**config.mk**
```make
export PLATFORM = sky130hd
export DESIGN_NAME = i2c_irq_wait_ctl
export DESIGN_NICKNAME = d
export VERILOG_FILES = /design/src/rtl/i2c_irq_wait_ctl.sv
export SDC_FILE = /design/constraint.sdc
export NUM_CORES = 1
export LEC_CHECK = 0
export BUFFER_PORTS_ARGS = -buffer_cell sky130_fd_sc_hd__buf_2
export CORE_UTILIZATION = 55
export CTS_CLUSTER_DIAMETER = 120
export DETAILED_ROUTE_END_ITERATION = 8
export PLACE_DENSITY = 0.85
export SLEW_MARGIN = 5
export SYNTH_ARGS = -nofsm -noshare
export SYNTH_HDL_FRONTEND = slang
export SYNTH_SLANG_ARGS = --single-unit
```
**constraint.sdc**
```tcl
create_clock -name clk -period 1.9 [get_ports clk]
set_clock_uncertainty 0.15 [all_clocks]
set_input_delay 0.095 -clock clk [delete_from_list [all_inputs] [get_ports clk]]
set_output_delay 0.095 -clock clk [all_outputs]
set_load 0.01 [all_outputs]
```
**src/rtl/i2c_irq_wait_ctl.sv**
```systemverilog
module i2c_irq_wait_ctl #(
  parameter int ADDR_W = 7
) (
  input  logic              clk,
  input  logic              rst_n,
  input  logic              scl_in,
  input  logic              sda_in,
  input  logic              is_master,
  input  logic              nine_mode,
  input  logic              ack_en,
  input  logic [ADDR_W-1:0] own_addr,
  input  logic              wait_release,
  output logic              irq,
  output logic              scl_hold,
  output logic              ack_drive
);
  localparam int BYTE_W = 8;
  localparam int LAST = BYTE_W + 1;
  localparam int CW = $clog2(LAST + 1);

  logic [1:0] scl_sy, sda_sy;
  logic scl_q, sda_q;
  wire scl_s = scl_sy[1];
  wire sda_s = sda_sy[1];

  always_ff @(posedge clk or negedge rst_n)
    if (!rst_n) begin
      scl_sy <= '1; sda_sy <= '1; scl_q <= 1'b1; sda_q <= 1'b1;
    end else begin
      scl_sy <= {scl_sy[0], scl_in};
      sda_sy <= {sda_sy[0], sda_in};
      scl_q <= scl_s;
      sda_q <= sda_s;
    end

  wire scl_rise = scl_s & ~scl_q;
  wire scl_fall = ~scl_s & scl_q;
  wire start_ev = scl_s & scl_q & sda_q & ~sda_s;
  wire stop_ev  = scl_s & scl_q & ~sda_q & sda_s;

  logic busy, restart, addr_ph, active, ack_win;
  logic [CW-1:0] cnt;
  logic [BYTE_W-1:0] sh;

  wire match = sh[BYTE_W-1 -: ADDR_W] == own_addr;
  wire ext = (sh[BYTE_W-1 -: 4] == 4'h0) || (sh[BYTE_W-1 -: 4] == 4'hF);
  wire at8 = scl_fall && cnt == CW'(BYTE_W);
  wire at9 = scl_fall && cnt == CW'(LAST);
  wire ack_ok = addr_ph ? (!is_master && match) : (ack_en && active);

  logic fire, stall;
  always_comb begin
    fire = 1'b0;
    stall = 1'b0;
    if (busy) begin
      if (addr_ph) begin
        if (is_master) begin fire = at9; stall = at9; end
        else if (ext) begin fire = at8; stall = at8; end
        else if (match) begin fire = at9; stall = at9; end
        else if (restart) fire = at9;
      end else if (active) begin
        fire = nine_mode ? at9 : at8;
        stall = fire;
      end
    end
  end

  always_ff @(posedge clk or negedge rst_n)
    if (!rst_n) begin
      busy <= 1'b0; restart <= 1'b0; addr_ph <= 1'b0; active <= 1'b0;
      ack_win <= 1'b0; cnt <= '0; sh <= '0;
    end else if (start_ev) begin
      busy <= 1'b1; restart <= busy; addr_ph <= 1'b1; active <= 1'b0;
      ack_win <= 1'b0; cnt <= '0;
    end else if (stop_ev) begin
      busy <= 1'b0; restart <= 1'b0; addr_ph <= 1'b0; active <= 1'b0;
      ack_win <= 1'b0; cnt <= '0;
    end else begin
      if (scl_rise && busy) begin
        cnt <= (cnt == CW'(LAST)) ? CW'(1) : cnt + CW'(1);
        if (cnt == CW'(LAST)) addr_ph <= 1'b0;
        if (addr_ph && cnt < CW'(BYTE_W)) sh <= {sh[BYTE_W-2:0], sda_s};
      end
      if (at9 && addr_ph) active <= is_master | match | ext;
      if (at8 && busy && ack_ok) ack_win <= 1'b1;
      else if (at9) ack_win <= 1'b0;
    end

  always_ff @(posedge clk or negedge rst_n)
    if (!rst_n) begin
      irq <= 1'b0; scl_hold <= 1'b0;
    end else begin
      irq <= fire;
      if (stop_ev || wait_release) scl_hold <= 1'b0;
      else if (stall) scl_hold <= 1'b1;
    end

  assign ack_drive = ack_win;

  assert_irq_pulse_R11: assert property (@(posedge clk) disable iff (!rst_n)
    irq |=> !irq);
  assert_irq_scl_low_R1: assert property (@(posedge clk) disable iff (!rst_n)
    irq |-> !scl_s);
  assert_hold_with_irq_R1: assert property (@(posedge clk) disable iff (!rst_n)
    $rose(scl_hold) |-> irq);
  assert_release_drops_R10: assert property (@(posedge clk) disable iff (!rst_n)
    wait_release |=> !scl_hold);
  assert_stop_idle_R9: assert property (@(posedge clk) disable iff (!rst_n)
    stop_ev |=> (!scl_hold && !irq && !ack_drive));
endmodule

```
### After elaboration in Yosys (flattened, before gate mapping)

Index checks and enable logic that the tools add are counted.
Widths: inputs -> output; s select.

| cells by class | value |
|---|---|
| eq/ne operators | 4 |
| order comparisons | 1 |
| bitwise operators | 15 |
| add/subtract/negate cells | 1 |
| reduce and logical (&&, ||, !) cells | 21 |
| muxes and demuxes | 34 |

Operators by type and width:

| cell | count |
|---|---|
| $mux 1 | 30 |
| $mux 4 | 4 |
| $eq 4x4->1 const B | 3 |
| $logic_and 1x1->1 | 9 |
| $reduce_bool 3->1 | 3 |
| $and 1x1->1 | 7 |
| $eq 7x7->1 | 1 |
| $not 1->1 | 6 |
| $add 4x1->4 const B | 1 |
| $logic_not 4->1 | 1 |
| $lt 4x4->1 const B | 1 |
| $reduce_and 4->1 | 1 |
| $reduce_bool 2->1 | 2 |
| $reduce_bool 4->1 | 1 |
| $logic_or 1x1->1 | 2 |
| $or 1x1->1 | 2 |
| $reduce_and 2->1 | 1 |
| $logic_not 1->1 | 1 |

| storage, ports and cells | value |
|---|---|
| logic and storage cells | 89 |
| flip-flop bits (word level) | 25 |
| output and inout bits | 3 |
| input port bits | 15 |

### Logic depth before layout (Yosys ltp)

Gate-level depths: netlist of run 1.

| logic depth | value |
|---|---|
| depth in word-level cells | 10 |
| depth in mapped cells | 6 |

### Worst setup path before layout of run 1

No wires, ideal clock.

| path | value |
|---|---|
| path type | register to register |
| start | reg scl_sy[1] |
| end | reg sh[0] |
| period minus slack after synthesis | 1.647 ns |
| data required time | 1.625 ns |
| arrival | 1.372 ns |
| setup time | 0.125 ns |
| cell stages (with the launch flop) | 4 |
| path buffers | 0 |
| setup slack | 0.253 ns |
| cells stage by stage | dfstp_2 nand3b_1 nor3_4 mux2_2 |

| between the ends | value |
|---|---|
| longest elaborated chain between the ends | 5 |

RTL lines:

| element | line | source |
|---|---|---|
| start, declared | 21 | `logic [1:0] scl_sy, sda_sy;` |
| start signal, assigned | 30 | `scl_sy <= {scl_sy[0], scl_in};` |
| $and 1x1->1 | 38, 39 |  |
| $and 1x1->1 (on tied branches) (2 in a row) | 39, 38 |  |
| $not 1->1 (no source line) | - |  |
| $reduce_and 4->1 (no source line) (*) | - |  |
| end signal, assigned | 82 | `if (addr_ph && cnt < CW'(BYTE_W)) sh <= {sh[BYTE_W-2:0], sda_s};` |
| end, declared | 43 | `logic [BYTE_W-1:0] sh;` |

Mark *: on every way between the ends. The rest lies on a longest branch, timed or not.
A chain may end at the register's enable or synchronous reset.

### Final worst setup path of run 1

| path | value |
|---|---|
| start | reg cnt[0] |
| end | reg scl_hold |

| between the ends | value |
|---|---|
| longest elaborated chain between the ends | 8 |

RTL lines:

| element | line | source |
|---|---|---|
| start, declared | 42 | `logic [CW-1:0] cnt;` |
| start signal, assigned | 80 | `cnt <= (cnt == CW'(LAST)) ? CW'(1) : cnt + CW'(1);` |
| $eq 4x4->1 | 48 | `wire at9 = scl_fall && cnt == CW'(LAST);` |
| $logic_and 1x1->1 | 48 |  |
| $mux 1 | 59 | `else if (match) begin fire = at9; stall = at9; end` |
| $mux 1 | 58 | `else if (ext) begin fire = at8; stall = at8; end` |
| $mux 1 | 57 | `if (is_master) begin fire = at9; stall = at9; end` |
| $mux 1 (*) | 56 | `if (addr_ph) begin` |
| $mux 1 (*) | 55 | `if (busy) begin` |
| $reduce_bool 2->1 (no source line) (*) | - |  |
| end signal, assigned | 91 | `irq <= 1'b0; scl_hold <= 1'b0;` |
| end signal, assigned | 94 | `if (stop_ev \|\| wait_release) scl_hold <= 1'b0;` |
| end signal, assigned | 95 | `else if (stall) scl_hold <= 1'b1;` |
| end, declared | 14 | `output logic scl_hold,` |

Marked as above.

==> results of run 1 <==
-- final timing paths --
check	startpoint	end	slack (ps)
max reg2reg	cnt[0]	scl_hold	90
max	cnt[0]	scl_hold	90
max in group asynchronous	rst_n	sda_sy[0]	1120
min in group asynchronous	rst_n	cnt[2]	110
min	is_master	scl_hold	30
min reg2reg	scl_sy[0]	scl_sy[1]	220
-- state kept, by name (all words and copies together) (netlist names) --
signal,flops
addr_ph,1
sda_sy,2
scl_q,1
active,1
scl_sy,2
sda_q,1
irq,1
busy,1
cnt,4
ack_drive,1
restart,1
scl_hold,1
sh,8
-- what timing repair did --
item / CTS / global route
hold buffers: 4 / 0
hold endpoints to repair: 28 / 0
endpoints found under the setup margin: 0 / 4
buffers inserted: 0 / 1
resized for setup: 0 / 0
-- kinds of logic after synthesis --
kind of cell / count (synthesis) / share of synthesized area [%]
AOI/OAI and AO/OA: 27 / 13.5
xor gates and xnor gates: 8 / 5.41
adders and majority gates: 3 / 2.90
buffers and inverters: 10 / 3.09
DFF: 25 / 48.8
muxes: 9 / 7.72
and+or+nand+nor: 40 / 18.5
-- per-stage QoR --
step	utilization [%]	worst slack, ps	cell area [um2]	std cells	hold WS [ps]
floorplan	-	253	1300	122	-351
global placement	63.6	155	1410	164	-53.5
detailed placement	63.6	89.6	1410	164	-49.5
CTS	66.7	75.9	1480	172	1.06
global route	67.6	21.5	1500	173	31.2
finish	67.6	87.5	1500	173	29.2
-- metal layers --
metal	share of wire [%]	up-vias	global-route usage, %
met4	3.1	0	11.1
li1	-	486	-
met5	0	-	0
met1	40	481	27.5
met3	5.4	14	3.03
met2	51	45	37.3
-- power breakdown --
group	leakage [nW]	switching (mW)	internal [mW]	total, mW
clock network	0.0139	0.163	0.0805	0.244
logic	0.368	0.126	0.117	0.243
registers	0.315	0.0711	0.598	0.669
-- worst register-to-register path: cells and delay by family (launching register included) --
| family | cells | cell delay (ps) |
|---|---|---|
| fa+ha+maj | 1 | 220 |
| buf+inv | 1 | 90 |
| mux | 1 | 90 |
| compound gates | 2 | 390 |
| flops | 1 | 470 |
| simple gates | 1 | 340 |
-- layout make-up --
cell class / count / area, um2 / area share (%)
Clock inverter: 1 / 7.51 / 0.502
Clock buffer: 3 / 22.5 / 1.51
Timing Repair Buffer: 23 / 153 / 10.2
Tap cell: 28 / 35.0 / 2.34
Sequential cell: 25 / 633 / 42.3
Multi-Input combinational cell: 87 / 623 / 41.6
Inverter: 6 / 22.5 / 1.51
-- placed cells by master, fill, tap and decap left out, types with 2 or more instances in the layout --
cell and n:
dfrtp_1 19, mux2_2 8, nand3_1 5, nor3_1 2, o21ai_0 7, dlygate4sd3_1 4
nand3b_1 2, a21oi_1 7, o22ai_1 2, buf_2 17, nor2_1 7, ha_1 3
nand2_1 12, inv_1 6, xor2_1 7, clkbuf_4 3, a31oi_1 3, dfstp_2 6
nor4_2 2
==> flow_summary.ini, run 1 <==
[critical_path]
start_kind = flip-flop
worst-setup-path-type = flip-flop to flip-flop
worstRegToRegCells = 6
crit_cells = 6
end_kind = flip-flop
cp_slowest_cell = dfrtp_1
crit_arrival_ps = 1910
cpPeakStageDelay_ps = 470
critical_path.max_fanout = 6
crit_buf_inv = 1
critPathTopFamily = flip-flops
path_cells = inv_1 -> ha_1 -> mux2i_1 -> nor3_1 -> o221ai_1 -> a31oi_1
cp.required_ps = 2000

[placement]
port_buffers = 17
gp_congestion = 0.867
place_hpwl_um = 1920

[synthesis]
netlist_instances = 122
syn_avg_cell_area_um2 = 10.6
synth_top_area_share_pct = 36.7
synth_ff_type = dfrtp_1
seq_area_frac_synth_pct = 48.8
yosysMostFrequentCell = dfrtp_1
async_flop_share_pct = 100
synth_seq_cells = 25
netlist_area_um2 = 1300
yosys-top-cells-count = dfrtp_1, nand2_1, mux2_2
synth_fp_nets = 140
yosys.cell_types.count = 39
yosysWarnings = 0
yosys.area.top_type = dfrtp_1
synth_top_cells_by_area = dfrtp_1, dfstp_2, mux2_2, xor2_1, nand2_1
synth-edff-count = 0

[clocking]
clkTransAtPathRegs_ps = 140
clock_latency_ps = 320
clkSinkCount = 25
cts_buffer_depth = 2
tritoncts = yes
clock_tree.htree_level_count = 1
cts_made_buffers = 3
cts_root_buf = clkbuf_4

[timing]
post-route-period-util_pct = 95.4
worst_slew_pin_slew_ps = 533
maxSlewViolCount = 0
fmax_mhz = 552
max_slew_margin_pct = 64.4
rsz0062_at_grt = false
setup_viol = 0
min_period_ps = 1810
hold_viol = 0
setup_tns_ps = 0

[route]
routed_via_density = 5.93
routed-via-count = 1026
antenna_left = 0
routedWlPerCell_um = 15.8
drt_iter0_markers = 18
drcViolationCount = 0
first_pass_iters = 4
wl_um = 2730

[power]
peakVddDrop_mv = 0.653
pwr_density_cell_nw_per_um2 = 773
p_leak_nw = 0.697
total_power_mw = 1.16

[floorplanning]
start_util_pct = 58.6
die_y_um = 50.5
die_w_um = 50.5
io_pins = 18
rows = 17
dieArea_um2 = 2550
coreArea_um2 = 2210

[min_path]
hp-class = primary input to flip-flop
hold_depth = 3

[job]
drv_cap = 0

[layout]
diodes = 0
nNetsFinal = 164
syn2layout_area_growth_pct = 15.4
n_fill_cell = 181
drive_gt1_share_pct = 29.0

[global_routing]
grt_max_degree = 26
antenna_found_initial = 0
grt_pass1_vias = 956
grt_use_total_pct = 22.1
grt_pass1_wl_um = 4130
grt_overflow = 0

[run_status]
status = completed
(Power assumes the default switching activity.)
==> run 2, diff against run 1 <==
--- a/config.mk
+++ b/config.mk
@@ -7,7 +7,9 @@
 export LEC_CHECK = 0
 export BUFFER_PORTS_ARGS = -buffer_cell sky130_fd_sc_hd__buf_2
+export CAP_MARGIN = 40
 export CORE_UTILIZATION = 55
 export CTS_CLUSTER_DIAMETER = 120
 export DETAILED_ROUTE_END_ITERATION = 8
+export HOLD_SLACK_MARGIN = 0.1
 export PLACE_DENSITY = 0.85
 export SLEW_MARGIN = 5
==> constraint.sdc (replaced) <==
create_clock -name clk -period 1.9 [get_ports clk]
set_clock_uncertainty 0.15 [all_clocks]
set_input_delay 0.19 -clock clk [delete_from_list [all_inputs] [get_ports clk]]
set_output_delay 0.19 -clock clk [all_outputs]
set_load 0.01 [all_outputs]
==> flow_summary.ini, run 2 (synthesis gave the netlist of run 1 again) <==
[run_status]
status = completed

[critical_path]
worst-setup-path-type = flip-flop to flip-flop
end_kind = flip-flop
rr_startpoint = scl_sy[1]
rrSetupSlack_ps = 110
start_kind = flip-flop
worstRegToRegCells = 4
cp.required_ps = 1970
reg2reg_to = sh[7]
critical_path.max_fanout = 8
crit_arrival_ps = 1860

[timing]
max_slew_margin_pct = 65.0
fmax_mhz = 558
rsz0062_at_grt = false
setup_viol = 0
hold_viol = 0
worst_slew_pin_slew_ps = 524
post-route-period-util_pct = 94.4
setup_tns_ps = 0
min_period_ps = 1790
maxSlewViolCount = 0

[min_path]
min_from = ack_en
hold_depth = 5
hp-class = primary input to flip-flop
min_delay_worst_endpoint = ack_drive

[layout]
drive_gt1_share_pct = 28.8
n_fill_cell = 176
finalNonFillerCells = 174
biggestRegsByFlops = sh (8), cnt (4)
diodes = 0
nNetsFinal = 165
largest_reg_flops = 8
syn2layout_area_growth_pct = 16.2
top_register = sh
final_cell_mix = dfrtp_1, buf_2, nand2_1
post-route-util_pct = 68.1
seqCellArea_um2 = 633
final_common_cell = dfrtp_1
final_cell_area_um2 = 1510
multi_input_area_um2 = 623

[clocking]
tritoncts = yes
cts_made_buffers = 3
clock_tree.htree_level_count = 1
cts_root_buf = clkbuf_4
clock_latency_ps = 320
cts_buffer_depth = 2
clkSinkCount = 25
clkTransAtPathRegs_ps = 140
ctsResizeCount = 0

[global_routing]
grt_overflow = 0
grt_pass1_wl_um = 4170
grt_max_degree = 26
grt_pass1_vias = 955
antenna_found_initial = 0
grt_use_total_pct = 22.3

[placement]
place_hpwl_um = 1920
gp_congestion = 0.867
dp.cells = 164
placed_cell_area_um2 = 1410
port_buffers = 17

[floorplanning]
rows = 17
start_util_pct = 58.6
die_w_um = 50.5
io_pins = 18
dieArea_um2 = 2550
coreArea_um2 = 2210
die_y_um = 50.5

[power]
p_leak_nw = 0.701
peakVddDrop_mv = 0.653
total_power_mw = 1.16
pwr_density_cell_nw_per_um2 = 767

[route]
drt_iter0_markers = 31
first_pass_iters = 4
antenna_left = 0
drcViolationCount = 0
wl_um = 2640
routedWlPerCell_um = 15.2
routed-via-count = 1030
routed_via_density = 5.92

[job]
drv_cap = 0
-- run 2: cell types whose count changed in the layout (fill, tap and decap cells not counted) --
cell / change
dlygate4sd3_1: +1
-- run 2: critical path, stage by stage, from the launching register on --
cell and delay (ps):
dfstp_2 610, nand3b_1 210, nor3_4 250, buf_12 150, mux2_2 330
-- run 2: area by class of cell --
cell class	count	area share (%)
timing repair buffer	24	10.8
clock inverter	1	0.498
tap	28	2.33
sequential	25	42.0
multi-input combinational	87	41.4
clock buffer	3	1.50
inverter	6	1.50
-- run 2: timing repair --
action,CTS,global route
setup buffers,0,1
endpoints found under the setup margin,0,4
hold buffers,5,0
hold endpoints to repair,29,0
-- run 2: where the power goes --
group	total [mW]	switching, mW	internal, mW	leakage, nW
combinational	0.244	0.126	0.118	0.372
clock	0.243	0.162	0.0805	0.0139
sequential	0.669	0.0707	0.598	0.315
-- run 2: metrics by stage --
| step | hold WS, ps | worst slack [ps] |
|---|---|---|
| floorplan | -256 | 253 |
| global placement | 41.5 | 155 |
| detailed placement | 45.5 | 89.6 |
| CTS | 166 | 75.9 |
| global route | 218 | 20.7 |
| finish | 189 | 107 |
-- run 2: worst max-delay path by stage --
| stage | slack [ps] | endpoint | from | cells past startpoint |
|---|---|---|---|---|
| after global routing | 20 | sh[6] | scl_sy[1] | 4 |
| after floorplan | 250 | sh[0] | scl_sy[1] | 3 |
| after CTS | 80 | sh[3] | scl_sy[1] | 3 |
| after detailed placement | 90 | sh[3] | scl_sy[1] | 3 |
| final | 110 | sh[7] | scl_sy[1] | 4 |
| after global placement | 160 | sh[4] | scl_sy[1] | 3 |
-- run 2: layer usage --
metal  global-route usage, %  wire, um
met5                       0         0
met3                    3.03       101
met4                    11.1        61
met2                    37.1      1400
met1                    28.3      1080
==> run 3, diff against run 2 <==
CELL_PAD_IN_SITES_DETAIL_PLACEMENT = 0   (was default)
CELL_PAD_IN_SITES_GLOBAL_PLACEMENT = 1   (was default)
CORE_UTILIZATION = 43   (was 55)
PLACE_DENSITY = 0.84   (was 0.85)
==> flow_summary.ini, run 3 (synthesis gave the netlist of run 1 again) <==
[clocking]
tritoncts = yes
cts_buffer_depth = 2
clock_latency_ps = 310
clkTransAtPathRegs_ps = 130
cts_made_buffers = 3
cts_root_buf = clkbuf_4
postCtsSetupBuffers = 0
clock_tree.htree_level_count = 1
clkSinkCount = 25

[timing]
worst_slew_pin_slew_ps = 538
min_period_ps = 1800
fmax_mhz = 555
setup_tns_ps = 0
setup_viol = 0
max_slew_margin_pct = 64.2
post-route-period-util_pct = 94.8
rsz0062_at_grt = false
hold_viol = 0
maxSlewViolCount = 0

[critical_path]
critPathTopFamily = flip-flops
reg2reg_to = sh[6]
end_kind = flip-flop
critical_path.max_fanout = 8
worstRegToRegCells = 3
cp.required_ps = 1960
rrSetupSlack_ps = 100
path_cells = nand3b_1 -> nor3_4 -> mux2_2
rr_startpoint = scl_sy[1]
cp_slowest_cell = dfstp_2
crit_buf_inv = 0
cpPeakStageDelay_ps = 600
worst-setup-path-type = flip-flop to flip-flop
start_kind = flip-flop
cp-startpoint = scl_sy[1]
crit_arrival_ps = 1860

[power]
peakVddDrop_mv = 0.425
p_leak_nw = 0.694
pwr_density_cell_nw_per_um2 = 759

[route]
routed_via_density = 5.61
drt_iter0_markers = 28
drcViolationCount = 4
first_pass_iters = 8
wl_um = 2510
routed-via-count = 988
routedWlPerCell_um = 14.3
antenna_left = 0

[layout]
drive_gt1_share_pct = 27.6
diodes = 0
syn2layout_area_growth_pct = 14.7
top_register = sh
nNetsFinal = 164
final_cell_mix = dfrtp_1, buf_2, nand2_1
final_common_cell = dfrtp_1
largest_reg_flops = 8
final_cell_area_um2 = 1490
biggestRegsByFlops = sh (8), cnt (4)
post-route-util_pct = 53.0

[global_routing]
grt_overflow = 0
grt_pass1_vias = 1010
antenna_found_initial = 0
grt_pass1_wl_um = 4340
grt_use_total_pct = 17.1
grt_max_degree = 26

[floorplanning]
rows = 19
dieArea_um2 = 3240
start_util_pct = 46.2
io_pins = 18
coreArea_um2 = 2810
die_w_um = 56.9
die_y_um = 56.9

[min_path]
hp-class = primary input to flip-flop
hold_depth = 5
min_delay_worst_endpoint = ack_drive
min_from = ack_en

[placement]
gp_congestion = 0.838
placed_cell_area_um2 = 1410
port_buffers = 17
place_hpwl_um = 1860

[job]
drv_cap = 0

[run_status]
status = finished, violations left
violations = design-rule violations
[run 3: changes by cell type in the layout (fill, tap and decap cells not counted), sizes merged]
| cell | change |
|---|---|
| clkbuf | +1 |
| buf | -1 |
| clkinvlp | -1 |
[run 3: worst max-delay path by stage]
stage / end / cells after the start / slack (ps)
5_1_grt: sh[1] / 3 / 1
3_5_place_dp: sh[6] / 3 / 100
3_3_place_gp: sh[1] / 3 / 160
6_report: sh[6] / 3 / 100
2_1_floorplan: sh[0] / 3 / 250
4_1_cts: sh[6] / 3 / 90
[run 3: metrics by stage]
stage               setup WS (ps)  total power, mW  hold slack, ps  instances
floorplan                     253            0.818            -256        122
global placement              155            0.890            52.0        167
detailed placement           98.8            0.903            59.4        167
CTS                          92.6             1.15             181        176
global route                 1.46             1.20             219        176
finish                       99.3             1.13             189        176
[run 3: layer usage]
layer | track usage, % | share of wire [%] | vias to the layer above | routed length (um)
li1 | - | - | 483 | -
met1 | 20.7 | 44 | 472 | 1110
met2 | 31.3 | 50 | 29 | 1250
met3 | 2.07 | 5.0 | 4 | 126
met4 | 5.92 | 0.96 | 0 | 24
met5 | 0 | 0 | - | 0
[run 3: layout make-up]
type / instances / area (um2)
sequential: 25 / 633
fill: 256 / 1320
tap: 31 / 38.8
clock buffer: 4 / 26.3
multi-input combinational: 87 / 623
inverter: 6 / 22.5
timing repair buffer: 23 / 143
[run 3: report_power, final]
group | switching (mW) | total (mW) | internal (mW) | leakage [nW]
logic | 0.119 | 0.234 | 0.115 | 0.364
clock network | 0.148 | 0.230 | 0.0820 | 0.0150
registers | 0.0666 | 0.665 | 0.598 | 0.315
[run 3: tightest hold or removal path, stage by stage]
cell and delay, ps:
buf_2 100, a21oi_1 140, nor2_1 50, nand3_1 70
o22ai_1 70
[run 3: what timing repair did]
item	in CTS	in global routing
endpoints found under the hold margin	28	0
hold buffers	5	0
endpoints found under the setup margin	0	1
resized for setup	0	1
